$ cat config.mk
export PLATFORM = sky130hd
export DESIGN_NAME = rtc_calendar
export DESIGN_NICKNAME = d
export VERILOG_FILES = /design/src/rtl/rtc_pkg.sv /design/src/rtl/rtc_tick.sv /design/src/rtl/rtc_count.sv /design/src/rtl/rtc_port.sv /design/src/rtl/rtc_calendar.sv
export SDC_FILE = /design/constraint.sdc
export NUM_CORES = 1
export LEC_CHECK = 0
export ABC_AREA = 1
export BUFFER_PORTS_ARGS = -buffer_cell sky130_fd_sc_hd__buf_2
export CORE_MARGIN = 2
export CORE_UTILIZATION = 35
export DETAILED_ROUTE_END_ITERATION = 8
export GPL_ROUTABILITY_DRIVEN = 0
export HOLD_SLACK_MARGIN = 0.1
export SLEW_MARGIN = 20
export SYNTH_ARGS = -nofsm -noshare
export SYNTH_HDL_FRONTEND = slang
export SYNTH_HIERARCHICAL = 1
export SYNTH_SLANG_ARGS = --single-unit
export TNS_END_PERCENT = 20
$ cat constraint.sdc
create_clock -name clk_i -period 8.8 [get_ports clk_i]
set_input_delay 1.76 -clock clk_i [delete_from_list [all_inputs] [get_ports clk_i]]
set_output_delay 1.76 -clock clk_i [all_outputs]
set_load 0.01 [all_outputs]
$ cat src/rtl/rtc_pkg.sv
package rtc_pkg;

  localparam int A_SEC  = 0;
  localparam int A_ASEC = 1;
  localparam int A_MIN  = 2;
  localparam int A_AMIN = 3;
  localparam int A_HR   = 4;
  localparam int A_AHR  = 5;
  localparam int A_DOW  = 6;
  localparam int A_DOM  = 7;
  localparam int A_MON  = 8;
  localparam int A_YR   = 9;
  localparam int A_CFG  = 10;
  localparam int A_MODE = 11;
  localparam int A_FLAG = 12;
  localparam int A_STAT = 13;
  localparam int RAM_BASE = 14;

  typedef struct packed {
    logic [5:0] sec;
    logic [5:0] min;
    logic [4:0] hr;
    logic [2:0] dow;
    logic [4:0] dom;
    logic [3:0] mon;
    logic [6:0] yr;
  } rtc_time_t;

  typedef enum logic [2:0] {
    FLD_SEC, FLD_MIN, FLD_HR, FLD_DOW, FLD_DOM, FLD_MON, FLD_YR
  } rtc_field_e;

  function automatic logic [7:0] bcd_to_bin(input logic [7:0] b);
    return ({4'd0, b[7:4]} * 8'd10) + {4'd0, b[3:0]};
  endfunction

  function automatic logic [7:0] bin_to_bcd(input logic [7:0] v);
    logic [3:0] tens;
    logic [3:0] ones;
    tens = 4'(v / 8'd10);
    ones = 4'(v % 8'd10);
    return {tens, ones};
  endfunction

  function automatic logic [7:0] fmt_out(input logic [6:0] v, input logic bin);
    return bin ? {1'b0, v} : bin_to_bcd({1'b0, v});
  endfunction

  // leap rule: year divisible by 4, only the low two bits matter
  function automatic logic [4:0] month_days(input logic [3:0] mon, input logic [1:0] yr_lo);
    case (mon)
      4'd2:                      return (yr_lo == 2'd0) ? 5'd29 : 5'd28;
      4'd4, 4'd6, 4'd9, 4'd11:   return 5'd30;
      default:                   return 5'd31;
    endcase
  endfunction

endpackage

$ cat src/rtl/rtc_tick.sv
module rtc_tick #(
  parameter int unsigned SEC_CYCLES = 400,
  parameter int unsigned UIP_CYCLES = 40
) (
  input  logic clk_i,
  input  logic rst_ni,
  input  logic halt_i,
  output logic uip_o,
  output logic step_o
);
  localparam int unsigned CW = $clog2(SEC_CYCLES);
  localparam logic [CW-1:0] LAST = CW'(SEC_CYCLES - 1);
  localparam logic [CW-1:0] OPEN = CW'(SEC_CYCLES - UIP_CYCLES);

  logic [CW-1:0] cnt_q;

  always_ff @(posedge clk_i or negedge rst_ni) begin
    if (!rst_ni)                        cnt_q <= '0;
    else if (halt_i || cnt_q == LAST)   cnt_q <= '0;
    else                                cnt_q <= cnt_q + CW'(1);
  end

  // busy window is the tail of the prescaler period
  assign uip_o  = !halt_i && (cnt_q >= OPEN);
  assign step_o = !halt_i && (cnt_q == LAST);
endmodule

$ cat src/rtl/rtc_count.sv
module rtc_count
  import rtc_pkg::*;
(
  input  logic       clk_i,
  input  logic       rst_ni,
  input  logic       step_i,
  input  logic       wr_i,
  input  rtc_field_e field_i,
  input  logic [6:0] wval_i,
  output rtc_time_t  time_o
);
  rtc_time_t time_q, adv, nxt;

  always_comb begin
    adv = time_q;
    if (time_q.sec >= 6'd59) begin
      adv.sec = '0;
      if (time_q.min >= 6'd59) begin
        adv.min = '0;
        if (time_q.hr >= 5'd23) begin
          adv.hr  = '0;
          adv.dow = (time_q.dow >= 3'd7) ? 3'd1 : time_q.dow + 3'd1;
          if (time_q.dom >= month_days(time_q.mon, time_q.yr[1:0])) begin
            adv.dom = 5'd1;
            if (time_q.mon >= 4'd12) begin
              adv.mon = 4'd1;
              adv.yr  = (time_q.yr >= 7'd99) ? 7'd0 : time_q.yr + 7'd1;
            end else begin
              adv.mon = time_q.mon + 4'd1;
            end
          end else begin
            adv.dom = time_q.dom + 5'd1;
          end
        end else begin
          adv.hr = time_q.hr + 5'd1;
        end
      end else begin
        adv.min = time_q.min + 6'd1;
      end
    end else begin
      adv.sec = time_q.sec + 6'd1;
    end
  end

  // a port write overrides the advanced value of its own field
  always_comb begin
    nxt = step_i ? adv : time_q;
    if (wr_i) begin
      case (field_i)
        FLD_SEC: nxt.sec = wval_i[5:0];
        FLD_MIN: nxt.min = wval_i[5:0];
        FLD_HR:  nxt.hr  = wval_i[4:0];
        FLD_DOW: nxt.dow = wval_i[2:0];
        FLD_DOM: nxt.dom = wval_i[4:0];
        FLD_MON: nxt.mon = wval_i[3:0];
        FLD_YR:  nxt.yr  = wval_i;
        default: ;
      endcase
    end
  end

  always_ff @(posedge clk_i or negedge rst_ni) begin
    if (!rst_ni) begin
      time_q <= '{sec: '0, min: '0, hr: '0, dow: 3'd1, dom: 5'd1, mon: 4'd1, yr: '0};
    end else begin
      time_q <= nxt;
    end
  end

  assign time_o = time_q;
endmodule

$ cat src/rtl/rtc_port.sv
module rtc_port
  import rtc_pkg::*;
#(
  parameter int unsigned ADDR_W = 6
) (
  input  logic              clk_i,
  input  logic              rst_ni,
  input  logic [ADDR_W-1:0] addr_i,
  input  logic              wr_en_i,
  input  logic [7:0]        wdata_i,
  output logic [7:0]        rdata_o,
  input  rtc_time_t         time_i,
  input  logic              uip_i,
  output logic              halt_o,
  output logic              twr_o,
  output rtc_field_e        tfield_o,
  output logic [6:0]        tval_o
);
  localparam int unsigned DEPTH = 2 ** ADDR_W;
  localparam int unsigned RAM_N = DEPTH - RAM_BASE;

  logic [7:0] alarm_q [3];
  logic [6:0] cfg_q;
  logic [7:0] mode_q;
  logic [7:0] ram_q [RAM_N];

  logic              bin, h24, is_ram;
  logic [ADDR_W-1:0] ram_idx;
  int                a;

  assign bin     = mode_q[2];
  assign h24     = mode_q[1];
  assign halt_o  = mode_q[7];
  assign a       = int'(addr_i);
  assign is_ram  = a >= RAM_BASE;
  assign ram_idx = addr_i - ADDR_W'(RAM_BASE);

  always_ff @(posedge clk_i or negedge rst_ni) begin
    if (!rst_ni) begin
      for (int i = 0; i < 3; i++) alarm_q[i] <= '0;
      for (int i = 0; i < int'(RAM_N); i++) ram_q[i] <= '0;
      cfg_q  <= '0;
      mode_q <= 8'h02;
    end else if (wr_en_i) begin
      case (a)
        A_ASEC: alarm_q[0] <= wdata_i;
        A_AMIN: alarm_q[1] <= wdata_i;
        A_AHR:  alarm_q[2] <= wdata_i;
        A_CFG:  cfg_q      <= wdata_i[6:0];
        A_MODE: mode_q     <= wdata_i;
        default: if (is_ram) ram_q[ram_idx] <= wdata_i;
      endcase
    end
  end

  // write path: port format -> binary
  logic [7:0] tin, hv, hw;
  always_comb begin
    tin = bin ? wdata_i : bcd_to_bin(wdata_i);
    hv  = bin ? {1'b0, wdata_i[6:0]} : bcd_to_bin({1'b0, wdata_i[6:0]});
    if (h24) hw = tin;
    else     hw = ((hv == 8'd12) ? 8'd0 : hv) + (wdata_i[7] ? 8'd12 : 8'd0);
    twr_o    = 1'b0;
    tfield_o = FLD_SEC;
    tval_o   = 7'(tin);
    case (a)
      A_SEC: begin twr_o = wr_en_i; tfield_o = FLD_SEC; end
      A_MIN: begin twr_o = wr_en_i; tfield_o = FLD_MIN; end
      A_HR:  begin twr_o = wr_en_i; tfield_o = FLD_HR; tval_o = 7'(hw); end
      A_DOW: begin twr_o = wr_en_i; tfield_o = FLD_DOW; end
      A_DOM: begin twr_o = wr_en_i; tfield_o = FLD_DOM; end
      A_MON: begin twr_o = wr_en_i; tfield_o = FLD_MON; end
      A_YR:  begin twr_o = wr_en_i; tfield_o = FLD_YR; end
      default: ;
    endcase
  end

  // read path: binary -> port format
  logic       pm;
  logic [4:0] hr12;
  logic [6:0] disp;
  logic [7:0] hr_enc, hr_rd;
  always_comb begin
    pm     = time_i.hr >= 5'd12;
    hr12   = pm ? time_i.hr - 5'd12 : time_i.hr;
    disp   = (hr12 == 5'd0) ? 7'd12 : {2'b0, hr12};
    hr_enc = fmt_out(disp, bin);
    hr_rd  = h24 ? fmt_out({2'b0, time_i.hr}, bin) : (hr_enc | (pm ? 8'h80 : 8'h00));
  end

  always_comb begin
    rdata_o = '0;
    case (a)
      A_SEC:  rdata_o = fmt_out({1'b0, time_i.sec}, bin);
      A_ASEC: rdata_o = alarm_q[0];
      A_MIN:  rdata_o = fmt_out({1'b0, time_i.min}, bin);
      A_AMIN: rdata_o = alarm_q[1];
      A_HR:   rdata_o = hr_rd;
      A_AHR:  rdata_o = alarm_q[2];
      A_DOW:  rdata_o = fmt_out({4'b0, time_i.dow}, bin);
      A_DOM:  rdata_o = fmt_out({2'b0, time_i.dom}, bin);
      A_MON:  rdata_o = fmt_out({3'b0, time_i.mon}, bin);
      A_YR:   rdata_o = fmt_out(time_i.yr, bin);
      A_CFG:  rdata_o = {uip_i, cfg_q};
      A_MODE: rdata_o = mode_q;
      A_FLAG: rdata_o = 8'h00;
      A_STAT: rdata_o = 8'h80;
      default: if (is_ram) rdata_o = ram_q[ram_idx];
    endcase
  end
endmodule

$ cat src/rtl/rtc_calendar.sv
module rtc_calendar
  import rtc_pkg::*;
#(
  parameter int unsigned SEC_CYCLES = 400,
  parameter int unsigned UIP_CYCLES = 40,
  parameter int unsigned ADDR_W     = 6
) (
  input  logic              clk_i,
  input  logic              rst_ni,
  input  logic [ADDR_W-1:0] addr_i,
  input  logic              wr_en_i,
  input  logic [7:0]        wdata_i,
  output logic [7:0]        rdata_o
);
  logic       uip, step, halt, twr;
  rtc_field_e tfield;
  logic [6:0] tval;
  rtc_time_t  cur_time;

  rtc_tick #(.SEC_CYCLES(SEC_CYCLES), .UIP_CYCLES(UIP_CYCLES)) u_tick (
    .clk_i(clk_i), .rst_ni(rst_ni), .halt_i(halt), .uip_o(uip), .step_o(step)
  );

  rtc_count u_count (
    .clk_i(clk_i), .rst_ni(rst_ni), .step_i(step), .wr_i(twr),
    .field_i(tfield), .wval_i(tval), .time_o(cur_time)
  );

  rtc_port #(.ADDR_W(ADDR_W)) u_port (
    .clk_i(clk_i), .rst_ni(rst_ni), .addr_i(addr_i), .wr_en_i(wr_en_i),
    .wdata_i(wdata_i), .rdata_o(rdata_o), .time_i(cur_time), .uip_i(uip),
    .halt_o(halt), .twr_o(twr), .tfield_o(tfield), .tval_o(tval)
  );
endmodule

==> results of run 1 <==
worst max-delay path: stages:
cell	delay (ns)
buf_2	0.22
ha_1	0.25
xor2_2	0.65
inv_2	0.26
nor2_2	0.68
o211ai_1	0.40
nand3_1	0.23
o21ai_0	0.19
nand4_1	0.24
buf_2	0.17
worst paths after layout:
path	end	startpoint	cells past startpoint	slack [ns]
setup / recovery	rdata_o[3]	addr_i[1]	10	1.98
hold / removal	u_tick/cnt_q[0]$_DFF_PN0_	u_tick/cnt_q[0]$_DFF_PN0_	1	0.48
setup reg to reg	u_count/time_o[33]$_DFF_PN0_	u_port/mode_q[2]$_DFFE_PN0P_	16	4.94
hold reg to reg	u_tick/cnt_q[0]$_DFF_PN0_	u_tick/cnt_q[0]$_DFF_PN0_	1	0.48
max in group asynchronous	u_port/ram_q[302]$_DFFE_PN0P_	rst_ni	2	6.09
min in group asynchronous	u_count/time_o[27]$_DFF_PN0_	rst_ni	1	1.17
routing by layer:
| layer | global-route usage, % | vias up |
|---|---|---|
| li1 | - | 10212 |
| met1 | 29.14 | 10215 |
| met2 | 31.74 | 705 |
| met3 | 4.025 | 119 |
| met4 | 6.637 | 6 |
| met5 | 0 | - |
cells by family (layout without fill, tap and decap cells):
kind of cell | after synthesis | in the layout | synth area share [%]
AO/OA/AOI/OAI | 800 | 800 | 18.34
XOR/XNOR | 21 | 21 | 0.8352
adder cells (fa/ha/maj) | 46 | 46 | 2.420
buffers and inverters | 350 | 321 | 5.715
flip-flops | 484 | 484 | 49.02
other | 0 | 1 | 0
AND/OR/NAND/NOR | 1377 | 1377 | 23.67
state kept, by name, summed over array words and instances (netlist names):
signal          count
u_port/cfg_q        7
u_port/ram_q      400
u_port/alarm_q     24
u_count/time_o     36
u_tick/cnt_q        9
u_port/mode_q       8
metrics by stage:
stage	utilization, %	power (mW)	instances
floorplan	-	3.508	3078
global placement	36.45	3.855	3896
detailed placement	36.45	3.874	3896
CTS	38.93	6.119	3989
global route	38.93	6.404	3989
finish	38.94	6.072	3990
where the power goes:
| group | leakage [nW] | total [mW] | internal, mW | switching [mW] |
|---|---|---|---|---|
| Combinational | 5.38 | 1.05 | 0.358 | 0.689 |
| Sequential | 6.41 | 2.80 | 2.57 | 0.235 |
| Clock | 0.860 | 2.22 | 1.29 | 0.934 |
| Total | 12.7 | 6.07 | 4.21 | 1.86 |
Yosys cell counts (3+ instances only):
| cell | n | share of area, % |
|---|---|---|
| nand2_1 | 1005 | 15 |
| o21ai_0 | 481 | 9.7 |
| dfrtp_1 | 480 | 49 |
| inv_1 | 160 | 2.4 |
| nand3_1 | 141 | 2.9 |
| clkbuf_1 | 114 | 1.7 |
| nor2_1 | 104 | 1.6 |
| a22oi_1 | 80 | 2.4 |
| a21oi_1 | 75 | 1.5 |
| nand4_1 | 55 | 1.4 |
| ha_1 | 43 | 2.2 |
| buf_2 | 40 | 0.81 |
| o21ai_1 | 40 | 0.81 |
| a211oi_1 | 29 | 0.88 |
| o211ai_1 | 19 | 0.58 |
| nand2_4 | 16 | 0.73 |
| nor3_1 | 15 | 0.30 |
| o22ai_1 | 14 | 0.35 |
| a31oi_1 | 13 | 0.33 |
| a221oi_1 | 11 | 0.39 |
| clkinv_1 | 11 | 0.17 |
| xor2_1 | 11 | 0.39 |
| inv_2 | 9 | 0.14 |
| nand2_2 | 9 | 0.23 |
| nor2_2 | 9 | 0.23 |
| buf_4 | 7 | 0.21 |
| xnor2_1 | 7 | 0.25 |
| buf_1 | 6 | 0.091 |
| a41oi_1 | 5 | 0.18 |
| nor3_2 | 5 | 0.20 |
| o21bai_1 | 5 | 0.15 |
| dfstp_2 | 4 | 0.43 |
| o2111ai_1 | 4 | 0.14 |
| o31ai_1 | 4 | 0.12 |
| a21boi_0 | 3 | 0.091 |
| a22o_1 | 3 | 0.11 |
| buf_6 | 3 | 0.14 |
| fa_1 | 3 | 0.24 |
| nor2_4 | 3 | 0.14 |
| nor3_4 | 3 | 0.20 |
| xor2_2 | 3 | 0.20 |
cell type report:
type / instances / area share (%)
multi-input combinational: 2244 / 41.10
timing repair buffer: 48 / 1.276
inverter: 180 / 2.501
sequential: 484 / 44.44
clock buffer: 72 / 5.538
tap: 940 / 4.313
antenna: 1 / 0.009177
clock inverter: 21 / 0.8305
==> run_results.csv, run 1 <==
group,metric,value,unit
cts,root_buffer,"clkbuf_16",
worst_setup_path,crit_arrival,5.06,ns
synth,synthDistinctLibCells,62,
cts,path_clk_slew,0.06,ns
sta,min_period,6.820,ns
global_route,grt_max_degree,160,
global_route,grt_overflow_total,0,
global_route,antenna_found_initial,5,
cts,cts_buffer_depth,3,
cts,cts_tree,"done",
sta,fin_skew,0.01260,ns
min_path,hp-class,"reg -> reg",
routing,via_count,21257,
sta,setup_viol,0,
placed_design,dp.final_hpwl,47.47,mm
floorplan,io_pins,25,
cells_and_area,final_common_cell,"nand2_1",
floorplan,die_height,269.7,um
floorplan,rows,97,
synth,dominantRegCellSynth,"dfrtp_1",
routing,top_layer,"met5",
routing,wirelength,75.16,mm
cts,postCtsSetupBuffers,0,
cells_and_area,multiInputGateArea,11210,um2
synth,synth_edf_count,0,
worst_setup_path,required,7.04,ns
placed_design,dpl_worst_slack,2.056,ns
sta,final_max_slew_viol_count,0,
synth,async_flop_share,100.0,%
synth,synth_warnings,6,
synth,synth_seq_cells,484,
cells_and_area,final_area,27270,um2
placed_design,post_dp_cell_area,25530,um2
worst_setup_path,path_max_fanout,14,
routing,wl_met3,5.674,mm
floorplan,initial_core_util,35.30,%
routing,drc_errors,0,
routing,wl_met2,33.19,mm
routing,routed_via_density,5.328,
floorplan,chipWidth,269.7,um
sta,fin_crit_sh,77.50,%
routing,wl_per_cell,18.84,um
routing,drtIter0Drc,2257,
routing,dr.pass1.iters,6,
cts,worstSkewPairLatency,0.60,ns
pwr,leakage,12.65,nW
worst_setup_path,end_kind,"output pin",
global_route,grt_pass1_wl,119.8,mm
worst_setup_path,start_kind,"primary input",
global_route,grt_usage,20.62,%
flow_run,cap_viol_max_count,0,
synth,synthCells,3078,
cells_and_area,nets,3075,
sta,slew_headroom,26.24,%
cells_and_area,drive_above_1_share,7.051,%
routing,wl_met1,34.04,mm
cts,cts_inserted_buffers,54,
cts,clkSinkCount,484,
cells_and_area,syn2layout_area_growth,10.32,%
cells_and_area,seqCellArea,12120,um2
sta,max_freq,146.6,MHz
global_route,grt_pass1_vias,20252,
floorplan,dieArea,72760,um2
cts,holdBufCountCts,0,
cts,cts_resized,0,
sta,fin_ws,1.980,ns
synth,syn-num-nets,3141,
sta,worstMarginPinSlew,1.100,ns
cells_and_area,fill_cells,7220,
routing,ant_nets,0,
cts,h-tree-depth,2,
floorplan,core_area,70030,um2
synth,synth-seq-area-share,49.02,%
sta,final.setup.tns,0,ns
outcome,status,"finished clean",
placed_design,portBuffers,24,
cells_and_area,final_cell_mix,"nand2_1 (1,005), o21ai_0 (481), dfrtp_1 (480)",
sta,final_hold_viol_count,0,
pwr,power_density,222.7,nW/um2
synth,synth_area,24720,um2
sta,holdWs,0.4796,ns
sta,rsz0062_at_grt,"no",
worst_setup_path,critical_path_class,"in -> out",
synth,syn_area_per_cell,8.030,um2
pwr,peakVddDrop,150.5,uV
(Power assumes the default switching activity.)
==> inputs of run 2 (changes only) <==
clock period = 7 ns   (was 8.8 ns; I/O delays follow)
==> run 2 against run 1 <==
Net effect:
- wire length rose by 0.89%
- via count up 0.57%
- flip-flop and latch count unchanged
- sequential power rose by 25%
- worst hold slack better by 0.0017 ns
- first-iteration DRC count grew 1.3%
- clock skew is 0.0095 ns higher
==> run_results.csv, run 2 (synthesis results as in run 1) <==
group,metric,value,unit
floorplan,rows,97,
routing,routed_via_density,5.345,
cts,clkSinkCount,484,
cells_and_area,multiInputGateArea,11210,um2
floorplan,io_pins,25,
cts,cts_tree,"done",
pwr,p_int,5.458,mW
cells_and_area,seqCellArea,12120,um2
cells_and_area,syn2layout_area_growth,11.36,%
cts,holdBufCountCts,0,
pwr,switching_share,30.61,%
pwr,power,7.865,mW
routing,dr.pass1.iters,5,
worst_setup_path,crit_arrival,4.31,ns
sta,fin_skew,0.02209,ns
global_route,antenna_found_initial,2,
worst_setup_path,end_kind,"output pin",
pwr,leakage,12.76,nW
cts,cts_inserted_buffers,54,
worst_setup_path,path_max_fanout,34,
worst_setup_path,critPathTopFamily,"buffers and inverters",
outcome,status,"finished clean",
placed_design,dp.final_hpwl,47.74,mm
placed_design,dpl_worst_slack,1.366,ns
global_route,grt_overflow_total,0,
global_route,grt_max_degree,163,
cts,root_buffer,"clkbuf_16",
cts,postCtsSetupBuffers,0,
cells_and_area,nets,3079,
sta,fin_crit_sh,81.51,%
worst_setup_path,startpoint,"addr_i[1]",
worst_setup_path,required,5.60,ns
floorplan,chipWidth,269.7,um
global_route,grt_pass1_wl,120.1,mm
min_path,hp-class,"reg -> reg",
cells_and_area,largest_reg_flops,400,
worst_setup_path,start_kind,"primary input",
worst_setup_path,crit_buf_inv,5,
min_path,min_path_cells,2,
global_route,grt_pass1_vias,20462,
cells_and_area,largest_register,"u_port/ram_q",
routing,ant_nets,0,
pwr,power_switching,2.407,mW
sta,slew_headroom,36.13,%
cells_and_area,final_cell_mix,"nand2_1 (1,005), o21ai_0 (481), dfrtp_1 (480)",
cts,cts_resized,0,
flow_run,cap_viol_max_count,0,
routing,drtIter0Drc,2287,
cells_and_area,fill_cells,7184,
pwr,peakVddDrop,209.0,uV
floorplan,die_height,269.7,um
floorplan,core_area,70030,um2
routing,via_count,21378,
sta,min_period,5.706,ns
min_path,min_from,"u_port/ram_q[360]$_DFFE_PN0P_",
sta,rsz0062_at_grt,"no",
worst_setup_path,ff2ff_path_depth,16,
cts,path_clk_slew,0.06,ns
floorplan,dieArea,72760,um2
cells_and_area,drive_above_1_share,7.521,%
routing,wirelength,75.83,mm
worst_setup_path,crit_chain,"buf_2 > inv_1 > ha_2 > buf_4 > buf_4 > nand3_1 > o211ai_1 > nand3_1 > o21ai_0 > nand4_1 > buf_2",
cells_and_area,final_common_cell,"nand2_1",
cts,cts_buffer_depth,3,
sta,worstMarginPinSlew,0.9549,ns
worst_setup_path,r2r-end,"u_count/time_o[33]$_DFF_PN0_",
worst_setup_path,crit_slowest_cell,"buf_4",
worst_setup_path,critical_path_class,"in -> out",
worst_setup_path,reg2reg_from,"u_port/mode_q[2]$_DFFE_PN0P_",
global_route,grt_usage,20.70,%
sta,fin_ws,1.294,ns
routing,drc_errors,0,
floorplan,initial_core_util,35.30,%
sta,max_freq,175.3,MHz
cts,worstSkewPairLatency,0.62,ns
pwr,power_density,285.7,nW/um2
cts,h-tree-depth,2,
pwr,combinationalPowerShare,17.1,%
worst_setup_path,slowest_delay,0.40,ns
sta,final.setup.tns,0,ns
sta,final_hold_viol_count,0,
sta,setup_viol,0,
placed_design,portBuffers,24,
sta,final_max_slew_viol_count,0,
worst_setup_path,regToRegSetupSlack,2.78,ns
pwr,power.share.sequential,44.7,%
pwr,clockPowerShare,38.3,%
min_path,whs_endpoint,"u_port/ram_q[360]$_DFFE_PN0P_",
routing,wl_per_cell,18.96,um
run 2: cell types whose count changed in the layout (fill, tap and decap cells not counted):
cell	previous run	this run
buf_12	3	7
bufinv_16	3	5
clkbuf_1	10	4
clkbuf_16	55	54
clkbuf_8	7	16
clkinv_16	1	2
clkinv_2	14	9
clkinvlp_4	1	5
diode_2	1	2
inv_2	15	16
run 2: worst max path at each step:
stage	cells after the start	to
2_1_floorplan	12	rdata_o[5]
3_3_place_gp	12	rdata_o[3]
3_5_place_dp	13	rdata_o[2]
4_1_cts	12	rdata_o[3]
5_1_grt	12	rdata_o[2]
6_report	11	rdata_o[3]
run 2: area by class of cell:
| class | count | share of cell area [%] |
|---|---|---|
| clock inverters | 24 | 1.186 |
| flip-flops and latches | 484 | 44.02 |
| clock buffers | 74 | 5.764 |
| repair buffers | 52 | 1.555 |
| well taps | 940 | 4.273 |
| diodes | 2 | 0.01818 |
| inverters | 180 | 2.473 |
| multi-input cells | 2244 | 40.71 |
run 2: through the flow:
stage	hold WS [ns]	util (%)	std cells	area [um2]
finish	0.4812	39.31	4000	27530
global placement	0.4656	36.57	3900	25610
global route	0.5045	39.30	3998	27520
detailed placement	0.4732	36.57	3900	25610
CTS	0.4884	39.30	3998	27520
floorplan	0.4508	-	3078	24720
run 2: tightest hold or removal path: stages, from the launching register on:
cell and delay [ns]:
dfrtp_1 0.34, nand2_1 0.05, o21ai_0 0.05
run 2: layer usage:
layer	vias to the layer above	global-route usage (%)	wire length, um
met1	10312	28.78	34100
met5	-	0	27
met2	694	32.41	34060
met3	137	4.043	5288
li1	10231	-	-
met4	4	6.754	2349
run 2: power by group through the flow:
stage	registers [mW]	logic, mW	clock network [mW]
final	3.51	1.34	3.01
after global routing	3.57	1.54	3.18
after CTS	3.51	1.34	3.07
after detailed placement	3.55	1.34	0
after global placement	3.55	1.31	0
after floorplan	3.47	0.944	0
